===== config.mk =====
export PLATFORM = sky130hd
export DESIGN_NAME = fact_unit
export DESIGN_NICKNAME = d
export VERILOG_FILES = /design/src/rtl/fact_pkg.sv /design/src/rtl/fact_engine.sv /design/src/rtl/fact_regif.sv /design/src/rtl/fact_irq.sv /design/src/rtl/fact_unit.sv
export SDC_FILE = /design/constraint.sdc
export NUM_CORES = 2
export LEC_CHECK = 0
export BUFFER_PORTS_ARGS = -buffer_cell sky130_fd_sc_hd__buf_4
export CAP_MARGIN = 20
export CORE_UTILIZATION = 54
export DETAILED_ROUTE_END_ITERATION = 10
export PLACE_DENSITY = 0.81
export REMOVE_ABC_BUFFERS = 1
export SYNTH_ARGS = -nofsm -noshare
export SYNTH_HDL_FRONTEND = slang
export SYNTH_SLANG_ARGS = --single-unit

===== constraint.sdc =====
create_clock -name clk -period 6.65 [get_ports clk]
set_input_delay 0.9975 -clock clk [delete_from_list [all_inputs] [get_ports clk]]
set_output_delay 0.9975 -clock clk [all_outputs]
set_load 0.02 [all_outputs]

===== src/rtl/fact_pkg.sv =====
// Package: shared constants for the factorial compute unit.
// Holds register offsets, status bit positions, the access-size code
// for a full word, and the identification constant.
package fact_pkg;

    localparam logic [7:0] OFF_ID   = 8'h00;
    localparam logic [7:0] OFF_SCR  = 8'h04;
    localparam logic [7:0] OFF_VAL  = 8'h08;
    localparam logic [7:0] OFF_STAT = 8'h20;

    localparam int STAT_BUSY_BIT = 0;
    localparam int STAT_IE_BIT   = 7;

    localparam logic [1:0] SZ_WORD = 2'd2;

    localparam logic [31:0] ID_WORD = 32'h010000ED;

endpackage


===== src/rtl/fact_engine.sv =====
// Module: fact_engine
// Iterative factorial sequencer. A start pulse loads the operand into the
// value register, seeds the running product with 1 and the down-counter
// with the operand. Each busy cycle multiplies the product by the counter
// and decrements it. When the counter is zero the product is written back
// to the value register and busy clears. done is high in that final cycle.
// Assumes: start is only asserted while busy is low.
module fact_engine #(
    parameter int DATA_W = 32
) (
    input  logic              clk,
    input  logic              rst_n,
    input  logic              start,
    input  logic [DATA_W-1:0] start_val,
    output logic              busy,
    output logic              done,
    output logic [DATA_W-1:0] value
);

    localparam logic [DATA_W-1:0] ONE = DATA_W'(1);

    logic              busy_q;
    logic [DATA_W-1:0] acc_q;
    logic [DATA_W-1:0] cnt_q;
    logic [DATA_W-1:0] value_q;

    // Final cycle of a run: counter exhausted while busy.
    assign done  = busy_q && (cnt_q == '0);
    assign busy  = busy_q;
    assign value = value_q;

    // Load on start, one multiply-and-decrement step per cycle, write back on done.
    always_ff @(posedge clk) begin
        if (!rst_n) begin
            busy_q  <= 1'b0;
            acc_q   <= '0;
            cnt_q   <= '0;
            value_q <= '0;
        end else if (start) begin
            busy_q  <= 1'b1;
            acc_q   <= ONE;
            cnt_q   <= start_val;
            value_q <= start_val;
        end else if (done) begin
            busy_q  <= 1'b0;
            value_q <= acc_q;
        end else if (busy_q) begin
            acc_q <= acc_q * cnt_q;
            cnt_q <= cnt_q - ONE;
        end
    end

endmodule


===== src/rtl/fact_regif.sv =====
// Module: fact_regif
// Register decode for the factorial unit. Holds the scratch register and
// the completion-enable bit, issues the engine start and forms the
// registered read response. Only full-word accesses take effect. Other
// sizes and unmapped offsets read as all ones.
// Assumes: one request per cycle; reads see state before the clock edge.
module fact_regif
    import fact_pkg::*;
#(
    parameter int ADDR_W = 8,
    parameter int DATA_W = 32
) (
    input  logic              clk,
    input  logic              rst_n,
    input  logic              req_valid,
    input  logic              req_write,
    input  logic [ADDR_W-1:0] req_addr,
    input  logic [1:0]        req_size,
    input  logic [DATA_W-1:0] req_wdata,
    input  logic              busy,
    input  logic [DATA_W-1:0] value,
    output logic              start,
    output logic [DATA_W-1:0] start_val,
    output logic              ie,
    output logic              rsp_valid,
    output logic [DATA_W-1:0] rsp_data
);

    localparam logic [ADDR_W-1:0] A_ID   = ADDR_W'(OFF_ID);
    localparam logic [ADDR_W-1:0] A_SCR  = ADDR_W'(OFF_SCR);
    localparam logic [ADDR_W-1:0] A_VAL  = ADDR_W'(OFF_VAL);
    localparam logic [ADDR_W-1:0] A_STAT = ADDR_W'(OFF_STAT);

    logic              word_acc;
    logic              wr_ok;
    logic              rd_req;
    logic [DATA_W-1:0] scr_q;
    logic              ie_q;
    logic              rsp_valid_q;
    logic [DATA_W-1:0] rsp_data_q;
    logic [DATA_W-1:0] rd_word;

    assign word_acc  = (req_size == SZ_WORD);
    assign wr_ok     = req_valid && req_write && word_acc;
    assign rd_req    = req_valid && !req_write;
    assign start     = wr_ok && (req_addr == A_VAL) && !busy;
    assign start_val = req_wdata;
    assign ie        = ie_q;
    assign rsp_valid = rsp_valid_q;
    assign rsp_data  = rsp_data_q;

    // Read multiplexer over the current register state.
    always_comb begin
        rd_word = '1;
        if (word_acc) begin
            case (req_addr)
                A_ID:    rd_word = DATA_W'(ID_WORD);
                A_SCR:   rd_word = scr_q;
                A_VAL:   rd_word = value;
                A_STAT: begin
                    rd_word                = '0;
                    rd_word[STAT_IE_BIT]   = ie_q;
                    rd_word[STAT_BUSY_BIT] = busy;
                end
                default: rd_word = '1;
            endcase
        end
    end

    // Scratch and enable register writes.
    always_ff @(posedge clk) begin
        if (!rst_n) begin
            scr_q <= '0;
            ie_q  <= 1'b0;
        end else if (wr_ok) begin
            if (req_addr == A_SCR) begin
                scr_q <= ~req_wdata;
            end
            if (req_addr == A_STAT) begin
                ie_q <= req_wdata[STAT_IE_BIT];
            end
        end
    end

    // Registered read response, data held between reads.
    always_ff @(posedge clk) begin
        if (!rst_n) begin
            rsp_valid_q <= 1'b0;
            rsp_data_q  <= '0;
        end else begin
            rsp_valid_q <= rd_req;
            if (rd_req) begin
                rsp_data_q <= rd_word;
            end
        end
    end

endmodule


===== src/rtl/fact_irq.sv =====
// Module: fact_irq
// Completion request generator. Registers a one-cycle pulse when the
// engine finishes while the enable bit (as held before that edge) is set.
// Assumes: done is high for a single cycle per run.
module fact_irq (
    input  logic clk,
    input  logic rst_n,
    input  logic done,
    input  logic ie,
    output logic irq
);

    logic irq_q;

    assign irq = irq_q;

    // Pulse for one cycle after an enabled completion.
    always_ff @(posedge clk) begin
        if (!rst_n) begin
            irq_q <= 1'b0;
        end else begin
            irq_q <= done && ie;
        end
    end

endmodule


===== src/rtl/fact_unit.sv =====
// Module: fact_unit (top)
// Memory-mapped factorial compute unit: register decode, iterative
// engine and completion request. Bus protocol adaptation and the
// interrupt aggregator sit outside this block.
// Assumes: synchronous active-low reset; one access per cycle.
module fact_unit #(
    parameter int ADDR_W = 8,
    parameter int DATA_W = 32
) (
    input  logic              clk,
    input  logic              rst_n,
    input  logic              req_valid,
    input  logic              req_write,
    input  logic [ADDR_W-1:0] req_addr,
    input  logic [1:0]        req_size,
    input  logic [DATA_W-1:0] req_wdata,
    output logic              rsp_valid,
    output logic [DATA_W-1:0] rsp_data,
    output logic              irq_done
);

    logic              eng_start;
    logic [DATA_W-1:0] eng_start_val;
    logic              eng_busy;
    logic              eng_done;
    logic [DATA_W-1:0] eng_value;
    logic              ie_bit;

    fact_regif #(
        .ADDR_W (ADDR_W),
        .DATA_W (DATA_W)
    ) regif_i (
        .clk       (clk),
        .rst_n     (rst_n),
        .req_valid (req_valid),
        .req_write (req_write),
        .req_addr  (req_addr),
        .req_size  (req_size),
        .req_wdata (req_wdata),
        .busy      (eng_busy),
        .value     (eng_value),
        .start     (eng_start),
        .start_val (eng_start_val),
        .ie        (ie_bit),
        .rsp_valid (rsp_valid),
        .rsp_data  (rsp_data)
    );

    fact_engine #(
        .DATA_W (DATA_W)
    ) engine_i (
        .clk       (clk),
        .rst_n     (rst_n),
        .start     (eng_start),
        .start_val (eng_start_val),
        .busy      (eng_busy),
        .done      (eng_done),
        .value     (eng_value)
    );

    fact_irq irq_i (
        .clk   (clk),
        .rst_n (rst_n),
        .done  (eng_done),
        .ie    (ie_bit),
        .irq   (irq_done)
    );

endmodule


# Word level (Yosys, flattened, before mapping)
# Cells that the tools add are included.
[op_classes]
bitwise = 3
muxes = 12
div_mod_pow = 0
eq_ne = 5
n_mul = 1
magnitude_cmp = 0
reduce_logical = 18
shifts = 0
add_sub_neg = 1
[op_table]
columns = ["cell", "count"]
rows = [
  ["32-bit two-way mux", 6],
  ["32-bit case mux with 4 select lines", 1],
  ["32-bit zero test", 1],
  ["32-bit by 32-bit multiplier with 32-bit output", 1],
  ["32-bit inverter", 1],
  ["32-bit by 1-bit subtractor with 32-bit output (second input constant)", 1],
  ["8-bit by 3-bit == test with 1-bit output (second input constant)", 1],
  ["8-bit by 4-bit == test with 1-bit output (second input constant)", 1],
  ["8-bit by 6-bit == test with 1-bit output (second input constant)", 1],
  ["8-bit zero test", 1],
  ["2-bit AND reduction", 4],
  ["1-bit logical AND", 7],
  ["1-bit two-way mux", 5],
  ["2-bit nonzero test", 2],
  ["2-bit == test (second input constant)", 1],
  ["1-bit zero test", 2],
  ["2-bit != test (second input constant)", 1],
  ["1-bit inverter", 2],
  ["2-bit OR reduction", 1],
]
[word_totals]
memories = 0
in_bits = 46
mem_bits_rw = 0
rom_bits = 0
latchBits = 0
output_inout_bits = 34
word_cells = 50
ff_bits = 164

# Logic depth before layout (Yosys ltp)
[depth]
ltp_word = 6
ltp_mapped = 27

# Cells and area by module
# Synthesis repeated with hierarchy kept, for this count alone.
[unflattened]
cells_unflattened = 2553
area_unflattened_um2 = 22696.8
[modules_own_cells]
columns = ["module", "cells_per_inst", "n_inst", "area_per_inst_um2"]
rows = [
  ["fact_engine", 2214, 1, 19613.8],
  ["fact_regif", 337, 1, 3056.7],
  ["fact_irq", 2, 1, 26.3],
]

# Worst setup path before layout
# No wires, ideal clock.
[synth_path]
path_kind = "reg-to-reg"
start = "reg engine_i.cnt_q[8]"
end = "reg engine_i.acc_q[31]"
stages_incl_launch_ff = 27
path_buffers = 2
arrival_ns = 6.776
required_time_ns = 6.518
period_less_slack_ns = 6.909
path_slack_ns = -0.259
cell_sequence = "dfxtp_1 clkbuf_1 clkbuf_1 nand2_1 fa_1 inv_1 fa_1 inv_1 fa_1 inv_1 fa_1 inv_1 fa_1 inv_1 fa_1 fa_1 fa_1 ha_1 a21o_1 a21o_1 a21oi_1 o21ai_0 a21o_1 a31o_2 a31oi_1 xnor2_1 a21oi_1"
[synth_between]
elab_chain_len = 4
word_cells_on_any_way = 5
cone_classes = "mul: 1; bitwise: 1; reduce/logical: 3"
[synth_lines]
columns = ["element", "line", "text"]
rows = [
  ["start: declaration", "fact_engine.sv:24", "logic [DATA_W-1:0] cnt_q;"],
  ["start signal: assignment", "fact_engine.sv:42", "cnt_q <= start_val;"],
  ["start signal: assignment", "fact_engine.sv:49", "cnt_q <= cnt_q - ONE;"],
  ["parallel branches: the longest is 4 deep, another holds 32-bit by 32-bit multiplier with 32-bit output", "-", ""],
  ["end signal: assignment", "fact_engine.sv:48", "acc_q <= acc_q * cnt_q;"],
  ["end: declaration", "fact_engine.sv:23", "logic [DATA_W-1:0] acc_q;"],
]
# Several ways; the timed one is not identified.
# A chain may end at the register's enable or synchronous reset.

# Worst setup path in the final report
[layout_path]
start = "reg engine_i.acc_q[18]"
end = "reg engine_i.acc_q[31]"
[layout_between]
elab_chain_len = 1
[layout_lines]
columns = ["element", "line"]
rows = [
  ["32-bit by 32-bit multiplier with 32-bit output", "fact_engine.sv:48"],
]
# Every way passes these cells.

==> impl_metrics.json <==
{
  "io_pins": 80,
  "timing.final.crit_period_ns": 6.78,
  "clock_sinks": 164,
  "pre_cts_slack_ns": -0.305,
  "relSlewSlack_pct": 30.3,
  "hold_path_class": "reg -> reg",
  "cts_root_buffer": "clkbuf_16",
  "hold_buffers": 0,
  "overflow": 0,
  "setup_ws_ns": -0.128,
  "routabilityCongestion": 0.982,
  "routedWlPerCell_um": 21.3,
  "clk_transition_reported_paths_ns": 0.09,
  "antenna_found_initial": 0,
  "max_cap_viol_count": 0,
  "r2r_start": "engine_i.acc_q[18]",
  "start_kind": "register",
  "finClkSkew_ns": 0.0211,
  "p_leak_nw": 12.1,
  "fp.dieArea_um2": 42200,
  "cts.path.max_buffers": 2,
  "cts_inserted_buffers": 17,
  "rsz0062_at_grt": "yes",
  "ys_warn_count": 0,
  "synth_top_flop_cell": "dfxtp_1",
  "synth-seq-cells": 164,
  "drive_above_1_share_pct": 19.7,
  "vias": 19086,
  "core_um2": 40800,
  "period_share_pct": 102,
  "grt_pass1_wl_um": 109000,
  "htree_levels": 4,
  "max_freq_mhz": 148,
  "die-width_um": 205,
  "num_antenna_cells": 0,
  "antenna_left": 0,
  "power_frac_seq_pct": 46.4,
  "tightest_slew_ns": 1.05,
  "syn_to_final_growth_pct": 19.0,
  "grt_max_degree": 98,
  "final_net_count": 3320,
  "clkLatencyLatePin_ns": 0.46,
  "initial_core_util_pct": 54.7,
  "grt_pass1_vias": 19789,
  "dr.pass1.iters": 8,
  "via_per_inst": 5.81,
  "wirelength_um": 69900,
  "cp.required_ns": 6.98,
  "worst-setup-path-type": "reg -> reg",
  "fin_util_pct": 65.1,
  "die_h_um": 205,
  "finalSetupViolCount": 4,
  "hp-start": "engine_i.value[31]",
  "synth_top_area_share_pct": 36.6,
  "postSynthCellCount": 2560,
  "drtIter0Drc": 1864,
  "power.internal_mw": 1.54,
  "switching_share_pct": 28.3,
  "critPathCaptureType": "register",
  "synth-edff-count": 0,
  "ys_top_cells_by_area": "fa_1 (37%), dfxtp_1 (15%), and2_1 (7.9%)",
  "outcome": "finished, violations left",
  "place_hpwl_um": 54000,
  "syn_area_per_cell_um2": 8.72,
  "ir_worst_vdd_mv": 0.191,
  "drc": 2,
  "asyncSetResetFlopFracSynth_pct": 0,
  "grt_util_all_layers_pct": 33.8,
  "synthesis.area_um2": 22300,
  "yosysUniqueCellTypes": 63,
  "yosysSeqAreaShare_pct": 14.7,
  "worstPathMaxFanout": 6,
  "cts_tree": "built",
  "crit_arrival_ns": 7.11,
  "power.density_nw_per_um2": 80.8,
  "port-buffer-count": 79,
  "drv_slew": 0,
  "whs_ns": 0.457,
  "pwr-share-clk_pct": 48.4,
  "synth_area_leader_cell": "fa_1",
  "violations": "design-rule violations, negative setup slack",
  "pwr-share-comb_pct": 5.2,
  "p_switching_uw": 608,
  "hold_viol_final": 0,
  "rows": 74,
  "critPathLaunch": "engine_i.acc_q[18]"
}
repair_timing:
action                                  in CTS  in global routing
cloned                                       1                  0
resized for setup                           71                138
endpoints found under the setup margin      15                 18
pin swaps                                   49                101
buffers inserted                             7                 14
path summary, 6_finish.rpt:
kind	slack [ns]	depth (start not counted)	endpoint
worst max-delay path	-0.13	22	engine_i.acc_q[31]
worst max register to register	-0.13	22	engine_i.acc_q[31]
worst min-delay path	0.46	2	engine_i.value[31]
worst min register to register	0.46	2	engine_i.value[31]
cells by family (layout without fill, tap and decap cells):
kind of cell	Yosys count	count (layout)	synth area share [%]
multiplexers	5	5	0.247
flip-flops	164	164	14.7
buffers and inverters	578	773	9.78
XOR/XNOR	85	85	3.33
adder cells (fa/ha/maj)	532	532	43.5
AO/OA/AOI/OAI	337	337	9.77
AND/OR/NAND/NOR	859	859	18.6
cells in the final DEF (no fill, tap or decap), types with 19 or more instances in the layout:
master,count
a211oi_1,37
a21oi_1,76
a221oi_1,29
a22oi_1,19
a31oi_1,27
and2_1,269
buf_12,22
buf_4,294
dfxtp_1,134
fa_1,375
fa_2,33
ha_1,106
inv_1,390
nand2_1,388
nor2_1,102
o21ai_0,46
xnor2_1,64
xor2_1,19
flip-flops by register name, summed over array words and instances (netlist names):
name               cells
engine_i.acc_q        32
engine_i.cnt_q        32
engine_i.value        32
regif_i.rsp_data      32
regif_i.scr_q         32
engine_i.busy          1
irq_i.irq              1
regif_i.ie             1
regif_i.rsp_valid      1
cell usage after synthesis, drive strengths merged, types with 2 or more instances:
cell	count
nand2	393
dfxtp	164
clkbuf	163
a31oi	29
and2	284
a21oi	93
xor2	20
or3	7
a2111oi	2
a22oi	19
ha	124
inv	404
buf	10
o311ai	8
nor3	16
or4	3
nand3	14
a221oi	29
o31ai	4
nor2b	6
xnor2	65
o211ai	10
o21bai	5
and3	6
nor2	103
a21o	14
o21ai	64
a222oi	2
fa	408
a211oi	40
a41oi	2
o21a	5
o31a	5
mux2i	4
nor4	12
nor4b	2
nand4	3
or2	4
per-stage QoR:
stage,cells,TNS [ns],instance area (µm²),total power [mW]
3_5_place_dp,3233,-2.53,25000,1.13
3_3_place_gp,3232,-0.955,25000,1.13
6_report,3287,-0.229,26600,2.15
2_1_floorplan,2387,-0.214,21700,1.07
5_1_grt,3287,-1.39,26600,2.20
4_1_cts,3273,-0.0617,25900,2.15
metal layers:
layer,GRT usage (%),share of wire [%]
met1,42.8,37
met2,55.7,49
met3,4.36,7.5
met4,19.4,6.3
met5,0,0
power groups by stage:
stage                     registers (mW)  clock network [mW]  logic [mW]
after global routing               0.996                1.08       0.118
after detailed placement            1.02                   0       0.109
after floorplan                     1.04                   0      0.0248
after CTS                          0.997                1.04       0.109
final                              0.995                1.04       0.112
after global placement              1.02                   0       0.107
critical path, stage by stage (launching register included):
cell and delay (ns):
dfxtp_4 0.38, buf_4 0.17, and2_1 0.17, fa_1 0.48, inv_1 0.05, fa_1 0.50
fa_1 0.46, fa_1 0.58, inv_1 0.06, fa_1 0.47, fa_1 0.61, fa_1 0.44
fa_1 0.56, ha_4 0.22, and4_4 0.15, nor2b_2 0.16, a211oi_2 0.25, o21ai_1 0.10
a21o_1 0.19, a31o_4 0.27, a31oi_4 0.18, xnor2_1 0.13, a21oi_1 0.08
layout make-up:
cell class,instances,area [µm²]
Clock inverter,15,164
Inverter,405,1520
Timing Repair Buffer,336,2930
Clock buffer,17,425
Multi-Input combinational cell,1818,17500
Tap cell,532,666
Sequential cell,164,3360
Fill cell,3105,14300
Note: power is estimated with default switching activity, not from simulation.
